**src/rtl/dcc_pkg.sv**
```systemverilog
// Package: shared constants and types for the debug mailbox channel.
// Assumes status layout bits fit inside the data width (width >= 31).
package dcc_pkg;
    localparam int DCC_DATA_W   = 32;
    localparam int STAT_INF_BIT = 30;
    localparam int STAT_OUTF_BIT = 29;
    localparam int STAT_LOCK_BIT = 12;

    typedef enum logic [0:0] {
        SEL_DATA = 1'b0,
        SEL_STAT = 1'b1
    } dcc_sel_e;

    typedef struct packed {
        logic     rd;
        logic     wr;
        dcc_sel_e sel;
        logic     blocked;
    } core_req_t;
endpackage

```
**src/rtl/dcc_slot.sv**
```systemverilog
// Module: one mailbox word with its full flag.
// A load writes the word and sets the flag; a take clears the flag.
// A load in the same cycle as a take wins. Assumes synchronous active-low reset.
module dcc_slot #(
    parameter int W = 32
) (
    input  logic         clk,
    input  logic         rst_n,
    input  logic         load,
    input  logic [W-1:0] load_data,
    input  logic         take,
    output logic [W-1:0] word,
    output logic         full
);
    // Word store: loaded on every load, cleared in reset.
    always_ff @(posedge clk) begin
        if (!rst_n)
            word <= '0;
        else if (load)
            word <= load_data;
    end

    // Full flag: the set has priority over the clear.
    always_ff @(posedge clk) begin
        if (!rst_n)
            full <= 1'b0;
        else if (load)
            full <= 1'b1;
        else if (take)
            full <= 1'b0;
    end
endmodule

```
**src/rtl/dcc_core_if.sv**
```systemverilog
// Module: core-side register port. Decodes data and status accesses,
// applies the user-access lock, builds the status word, and holds the lock bit
// and the error pulse. Assumes single-cycle accesses with a combinational read.
module dcc_core_if
    import dcc_pkg::*;
#(
    parameter int W = 32
) (
    input  logic         clk,
    input  logic         rst_n,
    input  logic         core_en,
    input  logic         core_we,
    input  logic         core_addr,
    input  logic         core_priv,
    input  logic [W-1:0] core_wdata,
    input  logic [W-1:0] in_word,
    input  logic         in_full,
    input  logic         out_full,
    output logic         out_load,
    output logic [W-1:0] out_data,
    output logic         in_take,
    output logic [W-1:0] core_rdata,
    output logic         core_err,
    output logic         lock
);
    core_req_t    req;
    logic [W-1:0] stat_word;

    // Decode the access and decide whether the lock blocks it.
    always_comb begin
        req.rd      = core_en && !core_we;
        req.wr      = core_en && core_we;
        req.sel     = dcc_sel_e'(core_addr);
        req.blocked = core_en && lock && !core_priv;
    end

    // Assemble the status word from the flags and the lock bit.
    always_comb begin
        stat_word                = '0;
        stat_word[STAT_INF_BIT]  = in_full;
        stat_word[STAT_OUTF_BIT] = out_full;
        stat_word[STAT_LOCK_BIT] = lock;
    end

    // Produce the strobes towards the two word slots.
    always_comb begin
        out_load = req.wr && !req.blocked && (req.sel == SEL_DATA);
        out_data = core_wdata;
        in_take  = req.rd && !req.blocked && (req.sel == SEL_DATA);
    end

    // Read mux: zero unless an unblocked read is in progress.
    always_comb begin
        core_rdata = '0;
        if (req.rd && !req.blocked)
            core_rdata = (req.sel == SEL_DATA) ? in_word : stat_word;
    end

    // Lock bit: the only status bit the core can write.
    always_ff @(posedge clk) begin
        if (!rst_n)
            lock <= 1'b0;
        else if (req.wr && !req.blocked && (req.sel == SEL_STAT))
            lock <= core_wdata[STAT_LOCK_BIT];
    end

    // Error pulse: high for the cycle that follows a blocked access.
    always_ff @(posedge clk) begin
        if (!rst_n)
            core_err <= 1'b0;
        else
            core_err <= req.blocked;
    end
endmodule

```
**src/rtl/dcc_host_if.sv**
```systemverilog
// Module: host-side strobe port. Maps the host strobes onto the slots and
// exposes the outbound word. Assumes the host keeps each strobe to one cycle per word.
module dcc_host_if #(
    parameter int W = 32
) (
    input  logic         host_wr_en,
    input  logic [W-1:0] host_wdata,
    input  logic         host_rd_en,
    input  logic [W-1:0] out_word,
    output logic         in_load,
    output logic [W-1:0] in_data,
    output logic         out_take,
    output logic [W-1:0] host_rdata
);
    // Pass the host strobes through and present the outbound word.
    always_comb begin
        in_load    = host_wr_en;
        in_data    = host_wdata;
        out_take   = host_rd_en;
        host_rdata = out_word;
    end
endmodule

```
**src/rtl/dcc_channel.sv**
```systemverilog
// Module: top of the debug mailbox channel. It instantiates the two word
// slots (inbound, outbound), the core port and the host port.
// Assumes one clock domain and a synchronous active-low reset.
module dcc_channel
    import dcc_pkg::*;
#(
    parameter int DATA_W = DCC_DATA_W
) (
    input  logic              clk,
    input  logic              rst_n,
    input  logic              core_en,
    input  logic              core_we,
    input  logic              core_addr,
    input  logic              core_priv,
    input  logic [DATA_W-1:0] core_wdata,
    output logic [DATA_W-1:0] core_rdata,
    output logic              core_err,
    input  logic              host_wr_en,
    input  logic [DATA_W-1:0] host_wdata,
    input  logic              host_rd_en,
    output logic [DATA_W-1:0] host_rdata,
    output logic              host_in_full,
    output logic              host_out_full
);
    localparam int NSLOT   = 2;
    localparam int IDX_IN  = 0;
    localparam int IDX_OUT = 1;

    logic [NSLOT-1:0]             slot_load;
    logic [NSLOT-1:0]             slot_take;
    logic [NSLOT-1:0][DATA_W-1:0] slot_din;
    logic [NSLOT-1:0][DATA_W-1:0] slot_word;
    logic [NSLOT-1:0]             slot_full;
    logic [DATA_W-1:0]            in_word;
    logic [DATA_W-1:0]            out_word;
    logic                         in_take;
    logic                         lock;

    // One slot per direction.
    for (genvar g = 0; g < NSLOT; g++) begin : g_slot
        dcc_slot #(.W(DATA_W)) u_slot (
            .clk       (clk),
            .rst_n     (rst_n),
            .load      (slot_load[g]),
            .load_data (slot_din[g]),
            .take      (slot_take[g]),
            .word      (slot_word[g]),
            .full      (slot_full[g])
        );
    end

    // Name the slot outputs per direction.
    always_comb begin
        in_word       = slot_word[IDX_IN];
        out_word      = slot_word[IDX_OUT];
        host_in_full  = slot_full[IDX_IN];
        host_out_full = slot_full[IDX_OUT];
        slot_take[IDX_IN] = in_take;
    end

    dcc_core_if #(.W(DATA_W)) u_core (
        .clk        (clk),
        .rst_n      (rst_n),
        .core_en    (core_en),
        .core_we    (core_we),
        .core_addr  (core_addr),
        .core_priv  (core_priv),
        .core_wdata (core_wdata),
        .in_word    (in_word),
        .in_full    (slot_full[IDX_IN]),
        .out_full   (slot_full[IDX_OUT]),
        .out_load   (slot_load[IDX_OUT]),
        .out_data   (slot_din[IDX_OUT]),
        .in_take    (in_take),
        .core_rdata (core_rdata),
        .core_err   (core_err),
        .lock       (lock)
    );

    dcc_host_if #(.W(DATA_W)) u_host (
        .host_wr_en (host_wr_en),
        .host_wdata (host_wdata),
        .host_rd_en (host_rd_en),
        .out_word   (out_word),
        .in_load    (slot_load[IDX_IN]),
        .in_data    (slot_din[IDX_IN]),
        .out_take   (slot_take[IDX_OUT]),
        .host_rdata (host_rdata)
    );
endmodule

```
**config.mk**
```make
export PLATFORM = sky130hd
export DESIGN_NAME = dcc_channel
export DESIGN_NICKNAME = d
export VERILOG_FILES = /design/src/rtl/dcc_pkg.sv /design/src/rtl/dcc_slot.sv /design/src/rtl/dcc_core_if.sv /design/src/rtl/dcc_host_if.sv /design/src/rtl/dcc_channel.sv
export SDC_FILE = /design/constraint.sdc
export NUM_CORES = 1
export LEC_CHECK = 0
export BUFFER_PORTS_ARGS = -buffer_cell sky130_fd_sc_hd__clkbuf_2
export CAP_MARGIN = 30
export CORE_UTILIZATION = 55
export CTS_CLUSTER_DIAMETER = 60
export DETAILED_ROUTE_END_ITERATION = 6
export GPL_TIMING_DRIVEN = 0
export HOLD_SLACK_MARGIN = 0.08
export PLACE_DENSITY = 0.95
export SYNTH_ARGS = -nofsm -noshare
export SYNTH_HDL_FRONTEND = slang
export SYNTH_HIERARCHICAL = 1
export SYNTH_SLANG_ARGS = --single-unit
export TNS_END_PERCENT = 30
```
**constraint.sdc**
```tcl
create_clock -name clk -period 4.5 [get_ports clk]
set_input_delay 0 -clock clk [delete_from_list [all_inputs] [get_ports clk]]
set_output_delay 0 -clock clk [all_outputs]
set_load 0.005 [all_outputs]
```
==> results.rst <==
.. list-table::
   :header-rows: 1

   * - Metric
     - Value
   * - Clock input transition at the sequential cells of the worst setup and hold paths
     - ~0.070 ns
   * - Category of the critical setup timing path
     - flop to flop
   * - Min Tclk post-route
     - 1.81 ns
   * - Number of fill cells
     - approximately 470
   * - CP Buf/Inv Count
     - 3
   * - Routability Congestion
     - slightly below 0.8
   * - Largest net degree at the start of global routing
     - 16
   * - Hold Fails Final Rpt
     - 0
   * - Buffer depth of the longest clock path
     - 2
   * - Seq cells post-synth
     - 68
   * - Clock tree from TritonCTS
     - yes
   * - Met1 routed wirelength after detailed routing
     - 3900 um
   * - Number of warnings printed during yosys synthesis
     - 6
   * - GRT Overall Usage
     - 0.245
   * - Die Width
     - around 90 um
   * - Detailed Route Iter0 Violations
     - 74
   * - Quantity of gates resized following cts
     - 0
   * - Most frequent cells in the layout
     - buf_4 (100), clkbuf_2 (71), dfxtp_1 (68)
   * - Maximum clock rate
     - about 550 MHz
   * - Number of pins exceeding their max-slew limit in the final report
     - 0
   * - # port buffers
     - slightly above 70
   * - Power per standard cell area
     - about 290 nW/um^2
   * - Critical-path top delay cell
     - dfxtp_1
   * - Synthesis-to-finish area growth
     - 33.5%
   * - Via density per instance
     - 4.79
   * - DP HPWL
     - between 6000 and 7000 um
   * - Number of buffers created by CTS
     - 9
   * - Vias
     - around 3100
   * - Share of cells above drive strength 1
     - 0.429
   * - Post-route clock skew
     - ~0.0047 ns
   * - Post-synthesis sequential area ratio
     - 0.322
   * - Final standard cell count with taps included and fillers excluded
     - about 650
   * - Arrival time of data at the critical path endpoint
     - around 2.0 ns
   * - Syn Std Cell Area
     - approximately 4200 um^2
   * - Routed length on met3
     - approximately 550 um
   * - Final setup fails
     - 0
   * - Number of standard cells after synthesis
     - 400
   * - CP Cell Sequence
     - nor2b_4, buf_12, nor4bb_1, buf_6, buf_12, mux2i_1, nor2b_1
   * - Core Util, Final
     - 0.770
   * - Worst slew slack as a fraction of its limit
     - 0.760
   * - Std-Cell Core Area
     - about 7300 um^2
   * - Result of the run
     - complete, no violations
   * - Count of antenna-violating nets left after detailed routing
     - 0
   * - Routed wire length
     - 9760 um
   * - Post-route DRC
     - 0
   * - Placed cell count
     - 570
   * - Number of inserted diodes
     - 0
   * - Worst Tran Pin Value
     - about 0.36 ns
   * - Worst hold margin
     - roughly 0.10 ns
   * - Crit path top cell by count
     - buf_12
   * - I/O pin count
     - 139
   * - Async set-reset flop share out of synthesis
     - 0
   * - PnR worst setup slack
     - approximately 2.7 ns
   * - Via count of the first global-routing pass
     - about 3300
   * - Distinct cells, synth
     - 18
   * - Root buffer cell
     - clkbuf_8
   * - Clk sink count
     - between 60 and 70
   * - Wire length of the first global-routing pass
     - around 15000 um
   * - Setup crit start kind
     - flop
   * - Leading cell type in the layout, fill and taps excluded
     - buf_4
   * - Number of antenna violations at the first check in global routing
     - 0
   * - Maximum Capacitance Violations
     - 0
   * - Leakage power total
     - 2.44 nW
   * - Max VDD drop
     - ~0.00020 V
   * - Final period utilization
     - 0.402
   * - Number of synthesized flops with an enable pin
     - 0
   * - Syn nets
     - between 400 and 500
   * - Gate family responsible for the most delay along the worst path
     - simple AND/OR/NAND/NOR gates
   * - Leading register cell type out of synthesis
     - dfxtp_1
   * - Net count of the finished layout
     - between 600 and 700
   * - CP Capture Type
     - flop
   * - Die Area
     - 8040 um^2
   * - H-tree Lvls
     - 3
   * - Met2 routed WL
     - ~5000 um
   * - Largest fanout on the critical path
     - 10
   * - Crit path largest cell delay
     - 0.33 ns
   * - Total iterations of the first detailed-routing run
     - 4
   * - RSZ-0062 raised after global routing
     - false
   * - Die H
     - ~90 um
   * - Floorplan row count
     - 31
   * - Routed length per instance
     - roughly 15 um
   * - Topmost layer with routed signal wires
     - met4
   * - Congestion Overflow GR
     - 0
   * - Path class of the lowest-slack min-delay path
     - input port to flop
   * - Setup Total Neg Slack
     - 0 ns
   * - Effective utilization at floorplan
     - 0.577
   * - Pre-CTS setup slack
     - about 2.8 ns
   * - Average instance area after synthesis
     - ~11 um^2
   * - Latest clock arrival within the worst-skew pair
     - approximately 0.34 ns
   * - Data required time of the critical path
     - around 4.7 ns
worst paths after layout:
check	startpoint	to	slack (ns)	cells after the start
setup reg to reg	u_core/lock	g_slot[1].u_slot/word[19]	2.69	7
hold / removal	core_priv	u_core/lock	0.10	3
hold reg to reg	u_core/lock	u_core/lock	0.50	2
setup / recovery	u_core/lock	g_slot[1].u_slot/word[19]	2.69	7
worst min-delay path, cell delays in order:
cell	delay, ns
clkbuf_2	0.12
and4_1	0.20
o22ai_1	0.08
registers in the layout, indices dropped and copies added, names as in the netlist:
register,count
g_slot.u_slot/word,64
g_slot.u_slot/full,2
u_core/core_err,1
u_core/lock,1
power breakdown:
group	total [W]	leakage, nW	internal, W	switching [W]
clock	0.000717	0.139	0.000479	0.000237
combinational	0.000267	1.74	0.000166	0.000100
sequential	0.000645	0.557	0.000630	0.0000156
cell families (layout without fill, tap and decap cells):
group                  Yosys count  in the layout  synth area share
flip-flops                      68             68             0.322
AND/OR/NAND/NOR                135            135             0.270
multiplexers                    67             67             0.159
AO/OA/AOI/OAI                    3              3           0.00503
buffers and inverters          127            279             0.245
cells in the mapped netlist, types with 2 or more instances:
cell type / instances / area [um^2]
buf_12: 10 / 200
buf_2: 4 / 20.0
buf_4: 100 / 751
buf_6: 2 / 22.5
clkbuf_1: 11 / 41.3
dfxtp_1: 68 / 1360
mux2i_1: 67 / 671
nand2_1: 2 / 7.51
nand2b_1: 29 / 181
nor2b_1: 66 / 413
nor4b_2: 33 / 495
o21a_1: 2 / 15.0
layer usage:
metal  vias to the layer above  GRT usage
li1                       1523          -
met1                      1466      0.258
met2                       108      0.467
met3                        21     0.0494
met4                         0      0.110
met5                         -          0
area by class of cell:
class | instances | area [um^2] | share of cell area
Multi-Input combinational cell | 205 | 1830 | 0.325
Sequential cell | 68 | 1360 | 0.241
Buffer | 127 | 1030 | 0.183
Timing Repair Buffer | 136 | 1010 | 0.178
Clock inverter | 7 | 163 | 0.0288
Clock buffer | 9 | 124 | 0.0219
Tap cell | 99 | 124 | 0.0219
per-stage QoR:
step	instance area (um^2)	power, W
6_report	5650	0.00163
5_1_grt	5650	0.00168
4_1_cts	5650	0.00163
3_5_place_dp	4710	0.000875
3_3_place_gp	4710	0.000866
2_1_floorplan	4230	0.000828
timing repair:
item                                   4_1_cts  5_1_grt
endpoints found under the hold margin       66        0
setup buffers                                0        0
hold buffers                                65        0
(Power assumes the default switching activity.)
